### src/rtl/batch_sync_ctrl.sv
module batch_sync_ctrl #(
  parameter int CW_BITS      = 32,
  parameter int CW_PER_BATCH = 17,
  parameter int FRAMES       = 8,
  parameter int SWON_BATCHES = 3,
  parameter int FADE_BATCHES = 15,
  parameter int FADE_WIN     = 8,
  parameter int SCAN_CW      = 18,
  localparam int BW = $clog2(CW_BITS),
  localparam int CWW = $clog2(CW_PER_BATCH)
) (
  input  logic              clk,
  input  logic              rst_n,
  input  logic              en,
  input  logic              bit_stb,
  input  logic              pre_det,
  input  logic              sync_det,
  input  logic              uncorr_det,
  input  logic              force_term,
  input  logic [FRAMES-1:0] frame_mask,
  output logic              rx_en,
  output logic [2:0]        mode,
  output logic [BW-1:0]     bit_pos,
  output logic [CWW-1:0]    cw_pos
);
  localparam int BATCH_BITS = CW_BITS * CW_PER_BATCH;
  localparam int PW = $clog2(BATCH_BITS);
  localparam int TW = $clog2(FADE_BATCHES * BATCH_BITS + 1);
  localparam int SW = $clog2(SCAN_CW);
  localparam int FW = $clog2(FRAMES);
  localparam logic [BW-1:0]  BIT_LAST  = BW'(CW_BITS - 1);
  localparam logic [CWW-1:0] CW_LAST   = CWW'(CW_PER_BATCH - 1);
  localparam logic [CWW-1:0] CW_ONE    = CWW'(1);
  localparam logic [SW-1:0]  SCAN_LAST = SW'(SCAN_CW - 1);
  localparam logic [PW-1:0]  WIN_LO    = PW'(CW_BITS - 1 - FADE_WIN);
  localparam logic [PW-1:0]  WIN_HI    = PW'(CW_BITS - 1 + FADE_WIN);
  localparam logic [PW-1:0]  RXF_LO    = PW'(BATCH_BITS - FADE_WIN);
  localparam logic [TW-1:0]  SWON_LIM  = TW'(SWON_BATCHES * BATCH_BITS - 1);
  localparam logic [TW-1:0]  PRE_LIM   = TW'(BATCH_BITS - 1);
  localparam logic [TW-1:0]  FADE_LIM  = TW'(FADE_BATCHES * BATCH_BITS - 1);
  localparam logic [TW-1:0]  TMR_MAX   = {TW{1'b1}};

  typedef enum logic [2:0] {
    M_IDLE = 3'd0, M_SWON = 3'd1, M_PRE = 3'd2, M_DATA = 3'd3,
    M_FAIL = 3'd4, M_FADE = 3'd5, M_COFF = 3'd6
  } mode_t;

  mode_t          st, nx;
  logic [BW-1:0]  bit_cnt;
  logic [CWW-1:0] cw_cnt;
  logic [TW-1:0]  tmr;
  logic [SW-1:0]  scan;
  logic [PW-1:0]  pos;
  logic [CWW-1:0] fidx;
  logic           last_bit, sync_end, in_win, s_sync, s_pre, realign, enter_coff;

  assign pos      = PW'(cw_cnt) * PW'(CW_BITS) + PW'(bit_cnt);
  assign fidx     = (cw_cnt - CW_ONE) >> 1;
  assign last_bit = bit_cnt == BIT_LAST;
  assign sync_end = cw_cnt == '0 && last_bit;
  assign in_win   = pos >= WIN_LO && pos <= WIN_HI;
  assign s_sync   = bit_stb && sync_det;
  assign s_pre    = bit_stb && pre_det;

  always_comb begin
    nx = st;
    if (!en) nx = M_IDLE;
    else if (st == M_IDLE) nx = M_SWON;
    else if (force_term) nx = M_FAIL;
    else if (bit_stb) begin
      case (st)
        M_SWON: if (sync_det) nx = M_DATA;
                else if (pre_det) nx = M_PRE;
                else if (tmr == SWON_LIM) nx = M_COFF;
        M_PRE:  if (sync_det) nx = M_DATA;
                else if (!pre_det && tmr == PRE_LIM) nx = M_COFF;
        M_DATA: if (uncorr_det) nx = M_FAIL;
        M_FAIL: if (sync_end) nx = sync_det ? M_DATA : M_FADE;
        M_FADE: if (in_win && sync_det) nx = M_DATA;
                else if (in_win && pre_det) nx = M_PRE;
                else if (tmr == FADE_LIM) nx = M_COFF;
        M_COFF: if (scan == '0 && sync_det) nx = M_DATA;
                else if (scan == '0 && pre_det) nx = M_PRE;
        default: nx = M_IDLE;
      endcase
    end
  end

  assign realign    = s_sync && nx == M_DATA && (st != M_DATA || sync_end);
  assign enter_coff = nx == M_COFF && st != M_COFF;

  always_ff @(posedge clk or negedge rst_n) begin
    if (!rst_n) begin
      st <= M_IDLE; bit_cnt <= '0; cw_cnt <= '0; tmr <= '0; scan <= '0;
    end else begin
      st <= nx;
      if (nx == M_IDLE || st == M_IDLE) begin
        bit_cnt <= '0; cw_cnt <= '0; tmr <= '0; scan <= '0;
      end else begin
        if (realign) begin
          bit_cnt <= '0; cw_cnt <= CW_ONE;
        end else if (enter_coff) begin
          bit_cnt <= '0;
        end else if (bit_stb) begin
          bit_cnt <= last_bit ? '0 : bit_cnt + 1'b1;
          if (last_bit) cw_cnt <= (cw_cnt == CW_LAST) ? '0 : cw_cnt + 1'b1;
        end
        if (nx != st || (st == M_PRE && s_pre)) tmr <= '0;
        else if (bit_stb && tmr != TMR_MAX) tmr <= tmr + 1'b1;
        if (enter_coff) scan <= '0;
        else if (st == M_COFF && bit_stb && last_bit)
          scan <= (scan == SCAN_LAST) ? '0 : scan + 1'b1;
      end
    end
  end

  always_comb begin
    case (st)
      M_SWON, M_PRE:  rx_en = 1'b1;
      M_DATA, M_FAIL: rx_en = (cw_cnt == '0) || frame_mask[fidx[FW-1:0]];
      M_FADE:         rx_en = (pos >= RXF_LO) || (pos <= WIN_HI);
      M_COFF:         rx_en = scan == '0;
      default:        rx_en = 1'b0;
    endcase
  end

  assign mode    = st;
  assign bit_pos = bit_cnt;
  assign cw_pos  = cw_cnt;

  AST_OFF_IDLE: assert property (@(posedge clk) disable iff (!rst_n)
    !en |=> (mode == 3'd0 && !rx_en && bit_pos == '0 && cw_pos == '0));
  AST_SWITCH_ON: assert property (@(posedge clk) disable iff (!rst_n)
    (en && mode == 3'd0) |=> (mode == 3'd1 && bit_pos == '0 && cw_pos == '0));
  AST_POS_RANGE: assert property (@(posedge clk) disable iff (!rst_n)
    bit_pos <= BIT_LAST && cw_pos <= CW_LAST);
  AST_POS_HOLD: assert property (@(posedge clk) disable iff (!rst_n)
    (en && mode != 3'd0 && !bit_stb && !force_term) |=> ($stable(bit_pos) && $stable(cw_pos)));
  AST_FAIL_HOLD: assert property (@(posedge clk) disable iff (!rst_n)
    (en && !force_term && mode == 3'd4 && !(bit_stb && sync_end)) |=> mode == 3'd4);
  AST_SCAN_DEAF: assert property (@(posedge clk) disable iff (!rst_n)
    (en && !force_term && mode == 3'd6 && !rx_en) |=> mode == 3'd6);
  AST_FORCE_FAIL: assert property (@(posedge clk) disable iff (!rst_n)
    (en && mode != 3'd0 && force_term) |=> mode == 3'd4);
endmodule

### config.mk
export PLATFORM = sky130hd
export DESIGN_NAME = batch_sync_ctrl
export DESIGN_NICKNAME = d
export VERILOG_FILES = /design/src/rtl/batch_sync_ctrl.sv
export SDC_FILE = /design/constraint.sdc
export NUM_CORES = 1
export LEC_CHECK = 0
export ABC_AREA = 1
export BUFFER_PORTS_ARGS = -buffer_cell sky130_fd_sc_hd__buf_2
export CAP_MARGIN = 10
export CORE_MARGIN = 8
export CORE_UTILIZATION = 55
export CTS_CLUSTER_DIAMETER = 200
export DETAILED_ROUTE_END_ITERATION = 12
export GPL_ROUTABILITY_DRIVEN = 1
export HOLD_SLACK_MARGIN = 0.12
export PLACE_DENSITY_LB_ADDON = 0.08
export REMOVE_ABC_BUFFERS = 1
export SLEW_MARGIN = 20
export SYNTH_ARGS = -nofsm -noshare
export SYNTH_HDL_FRONTEND = slang
export SYNTH_SLANG_ARGS = --single-unit
### constraint.sdc
create_clock -name clk -period 3.55 [get_ports clk]
set_input_delay 0.71 -clock clk [delete_from_list [all_inputs] [get_ports clk]]
set_output_delay 0.71 -clock clk [all_outputs]
set_load 0.005 [all_outputs]
; ---- After elaboration in Yosys (flattened, before gate mapping)
; Cells that the tools add are included.
[op_classes]
add_sub_neg = 6
mul = 0
div = 0
order_cmp = 4
eq_ne = 19
shift = 0
muxes = 39
bitwise = 0
n_reduce_logical = 34
[ops]
columns = operator, count
row1 = two-way mux 5 bit, 15
row2 = two-way mux 3 bit, 17
row3 = two-way mux 13 bit, 3
row4 = one-hot mux 3 bit (6 select lines), 1
row5 = logical AND 1 bit, 16
row6 = adder 5 x 1 -> 5 bit (second input constant), 3
row7 = equality test 5 bit (second input constant), 3
row8 = adder 13 x 1 -> 13 bit (second input constant), 1
row9 = equality test 13 x 10 -> 1 bit (second input constant), 1
row10 = equality test 13 x 11 -> 1 bit (second input constant), 1
row11 = equality test 13 bit (second input constant), 1
row12 = inequality test 13 bit (second input constant), 1
row13 = equality test 3 bit (second input constant), 4
row14 = nonzero test 3 bit, 4
row15 = adder 10 x 5 -> 10 bit, 1
row16 = greater-or-equal comparator 10 bit (second input constant), 1
row17 = greater-or-equal comparator 10 x 5 -> 1 bit (second input constant), 1
row18 = <= comparator 10 x 6 -> 1 bit (second input constant), 1
row19 = logical NOT 5 bit, 2
row20 = equality test 3 x 2 -> 1 bit (second input constant), 3
row21 = logical NOT 3 bit, 2
row22 = inequality test 3 x 2 -> 1 bit (second input constant), 2
row23 = logical OR 1 bit, 5
row24 = < comparator 3 x 4 -> 1 bit (second input constant), 1
row25 = other kinds (11), 12
[word_totals]
ff_bits = 31
latch_bits = 0
ramBits = 0
mem_bits_ro = 0
in_bits = 16
output_inout_bits = 14
word_cells = 107
n_memories = 0

; ---- Logic depth before layout (Yosys ltp)
[logic_depth]
word_depth = 16
mapped_depth = 20
mapped_depth_nobuf = 20

; ---- Worst setup path before layout
; No wires, ideal clock.
[synth_path]
kind = register to output
startpoint = register cw_cnt[0], in the netlist cw_pos[0]
endpoint = output rx_en
arrival_time_ns = 1.661
slack_ns = 1.179
stages_incl_launch_ff = 10
n_path_buf = 0
cell_sequence = dfrtp_1 > inv_1 > ha_1 > xnor2_1 > mux2i_1 > nand2_1 > nand3_1 > o211ai_1 > a21oi_1 > nand3_1
[synth_between]
elab_chain_len = 5
elab_cells_between_ends = 10
[synth_lines]
columns = element, line_no
row1 = "start, declared", 50  ; logic [CWW-1:0] cw_cnt;
row2 = "start signal, assigned", 106  ; if (last_bit) cw_cnt <= (cw_cnt == CW_LAST) ? '0 : cw_cnt + 1'b1;
row3 = branches (longest 4 deep; another with adder 10 x 5 -> 10 bit), n/a
row4 = one-hot mux 1 bit (4 select lines) *, 118  ; case (st)
row5 = "end, declared", 21  ; output logic rx_en,
; Every way passes the cells marked *. The select of a mux whose other input is x is not followed.

; ---- Final worst setup path
; Same ends and word-level chain as after synthesis.

==> results.yml <==
status:
  status: "finished clean"
placed_design:
  place_ws_ns: 0.815
  placedCellCount: 441
  port_buffers: 29
  place_congestion: 0.939
  dp_hpwl_mm: 4.52
  dpl_cell_area_mm2: 0.00276
sta:
  worst_slew_pin_slew_ns: 0.711
  setup_slack_ns: 0.571
  post-route-min-period_ns: 2.98
  max_clock_freq_mhz: 336
  drv_slew: 0
  rsz0062_at_grt: "false"
  timing.slew.headroom: 0.526
  hold_ws_ns: 0.471
  setup_viol: 0
  clock_skew_ns: 0.0108
  fin_crit_sh: 0.839
  hold_viol: 0
  tns_ns: 0
setup_path:
  reg2reg_from: "cw_pos[0]"
  critPathCaptureType: "output port"
  worst_ep_arrival_time_ns: 2.27
  cpMostUsedCell: "nand3_1"
  cp_top_family: "flip-flops"
  crit_fanout: 7
  start_kind: "register"
  cpPeakStageDelay_ns: 0.44
  critPathKind: "register to output port"
  required_ns: 2.84
  cp_slowest_cell: "dfrtp_1"
  path_buf_inv: 2
  crit_start: "cw_pos[0]"
  cp_cell_sequence: "inv_1 > ha_1 > xnor2_1 > mux2i_1 > nand2_1 > nand3_1 > o211ai_1 > a21oi_1 > nand3_1 > buf_2"
die:
  row_count: 25
  io_pins: 30
  die-height_um: 84.7
  die_x_um: 84.7
  fp.coreArea_mm2: 0.00463
  die-area_mm2: 0.00717
  start_util: 0.560
detailed_routing:
  dr.pass1.iters: 4
  drt_iter0_markers: 212
  vias_per_cell: 5.27
  antenna_left: 0
  drcViolationCount: 0
  routed-via-count: 2368
  drt_wl_total_mm: 5.82
  wl_per_cell_um: 13.0
clock_network:
  cts.sinks: 31
  cts_hold_buf: 0
  htree_levels: 2
  cts_tree: "done"
  numCtsBuffers: 5
  clk_pin_slew_ns: 0.07
  insertion_delay_ns: 0.28
  cts_root_buffer: "clkbuf_8"
  clockBufferDepth: 2
  post_cts_buffers: 0
  ctsResizeCount: 0
final_layout:
  nNetsFinal: 420
  num_antenna_cells: 0
  drive_gt1_frac: 0.197
  syn_to_final_growth_pct: 9.55
  instances_no_fill: 449
  finalInstanceArea_mm2: 0.00284
synth:
  netlist.area_leader.share: 0.299
  synth_warnings: 0
  synth_most_common_cell: "nand2_1"
  synth_edf_count: 0
  syn_avg_cell_area_um2: 7.15
  synthesis.area_mm2: 0.00259
  synth_common_cells: "83 x nand2_1, 43 x nand3_1, 41 x nor2_1"
  netlist_top_cells_area: "dfrtp_1 30%, nand2_1 12%, nand3_1 8.3%"
  netlist_instances: 363
  ys.flop_type: "dfrtp_1"
  async_flop_share: 1.00
  synth_top_cell_by_area: "dfrtp_1"
  ys_types: 33
  synth-seq-cells: 31
  ys_seq_area_frac: 0.299
grt:
  grt_max_degree: 32
  grt_usage: 0.172
  grt_pass1_vias: 2260
  overflow: 0
  grt_pass1_wl_mm: 10.2
  antenna_found_initial: 0
flow_run:
  cap_violations: 0
worst_hold_path:
  hold_class: "primary input to async pin"
pwr:
  peakVddDrop_mv: 0.273
  power_per_cell_area_mw_per_mm2: 309
  p_leak_uw: 0.00140
## power breakdown
part           switching (uW)  internal (uW)  leakage [uW]
clock network             132            137     0.0000422
registers                20.0            363      0.000430
logic                     150           76.8      0.000926
## per-layer routing
| layer | global-route usage | wire length [um] | up-vias |
|---|---|---|---|
| met2 | 0.267 | 2470 | 50 |
| met1 | 0.224 | 2980 | 1077 |
| met4 | 0.0647 | 73 | 0 |
| met5 | 0 | 0 | - |
| met3 | 0.0400 | 286 | 8 |
| li1 | - | - | 1233 |
## final cells by class
cell class	count	area, um^2
fillers	457	1790
multi-input cells	278	1580
well taps	54	67.6
flip-flops and latches	31	776
clock inverters	1	5.00
clock buffers	7	76.3
repair buffers	29	145
inverters	49	189
## flip-flops by register name, indices dropped and copies added (netlist names)
register / flops
cw_pos: 5
scan: 5
bit_pos: 5
tmr: 13
mode: 3
## worst reg2reg max path, delay by kind of cell, from the launching register on
kind	cells	cell delay, ns
AND/OR/NAND/NOR	12	1.44
adder cells (fa/ha/maj)	1	0.19
flip-flops	1	0.44
buffers and inverters	2	0.28
AO/OA/AOI/OAI	1	0.30
## layout by cell type, fill, tap and decap left out, drive strengths merged
| cell type | count |
|---|---|
| a211oi | 3 |
| a21oi | 11 |
| a22oi | 1 |
| a31oi | 3 |
| buf | 29 |
| clkbuf | 7 |
| clkinv | 1 |
| dfrtp | 31 |
| ha | 10 |
| inv | 49 |
| mux2i | 3 |
| nand2 | 89 |
| nand3 | 48 |
| nand3b | 1 |
| nand4 | 7 |
| nor2 | 60 |
| nor3 | 6 |
| nor4 | 1 |
| o211ai | 2 |
| o21ai | 13 |
| xnor2 | 2 |
| xor2 | 18 |
## worst paths after layout
check	cells after the start	end	slack, ns
max	10	rx_en	0.57
min	1	tmr[8]	0.47
max reg2reg	16	tmr[0]	0.81
min reg2reg	2	bit_pos[0]	0.57
max in group asynchronous	1	scan[1]	2.62
min in group clk	2	bit_pos[0]	0.57
## cell families (layout without fill, tap and decap cells)
logic type / Yosys count / in the layout / share of synthesized area
AOI/OAI and AO/OA: 33 / 33 / 0.0753
DFF: 31 / 31 / 0.299
buffers and inverters: 54 / 86 / 0.0907
adders and majority gates: 10 / 10 / 0.0482
muxes: 3 / 3 / 0.0116
xor gates and xnor gates: 20 / 20 / 0.0675
and+or+nand+nor: 212 / 212 / 0.408
## per-stage QoR
stage	total power, uW	util
after floorplan	548	-
after global placement	614	0.596
after detailed placement	617	0.596
after CTS	891	0.614
after global routing	930	0.614
final	879	0.614
(Power assumes the default switching activity.)
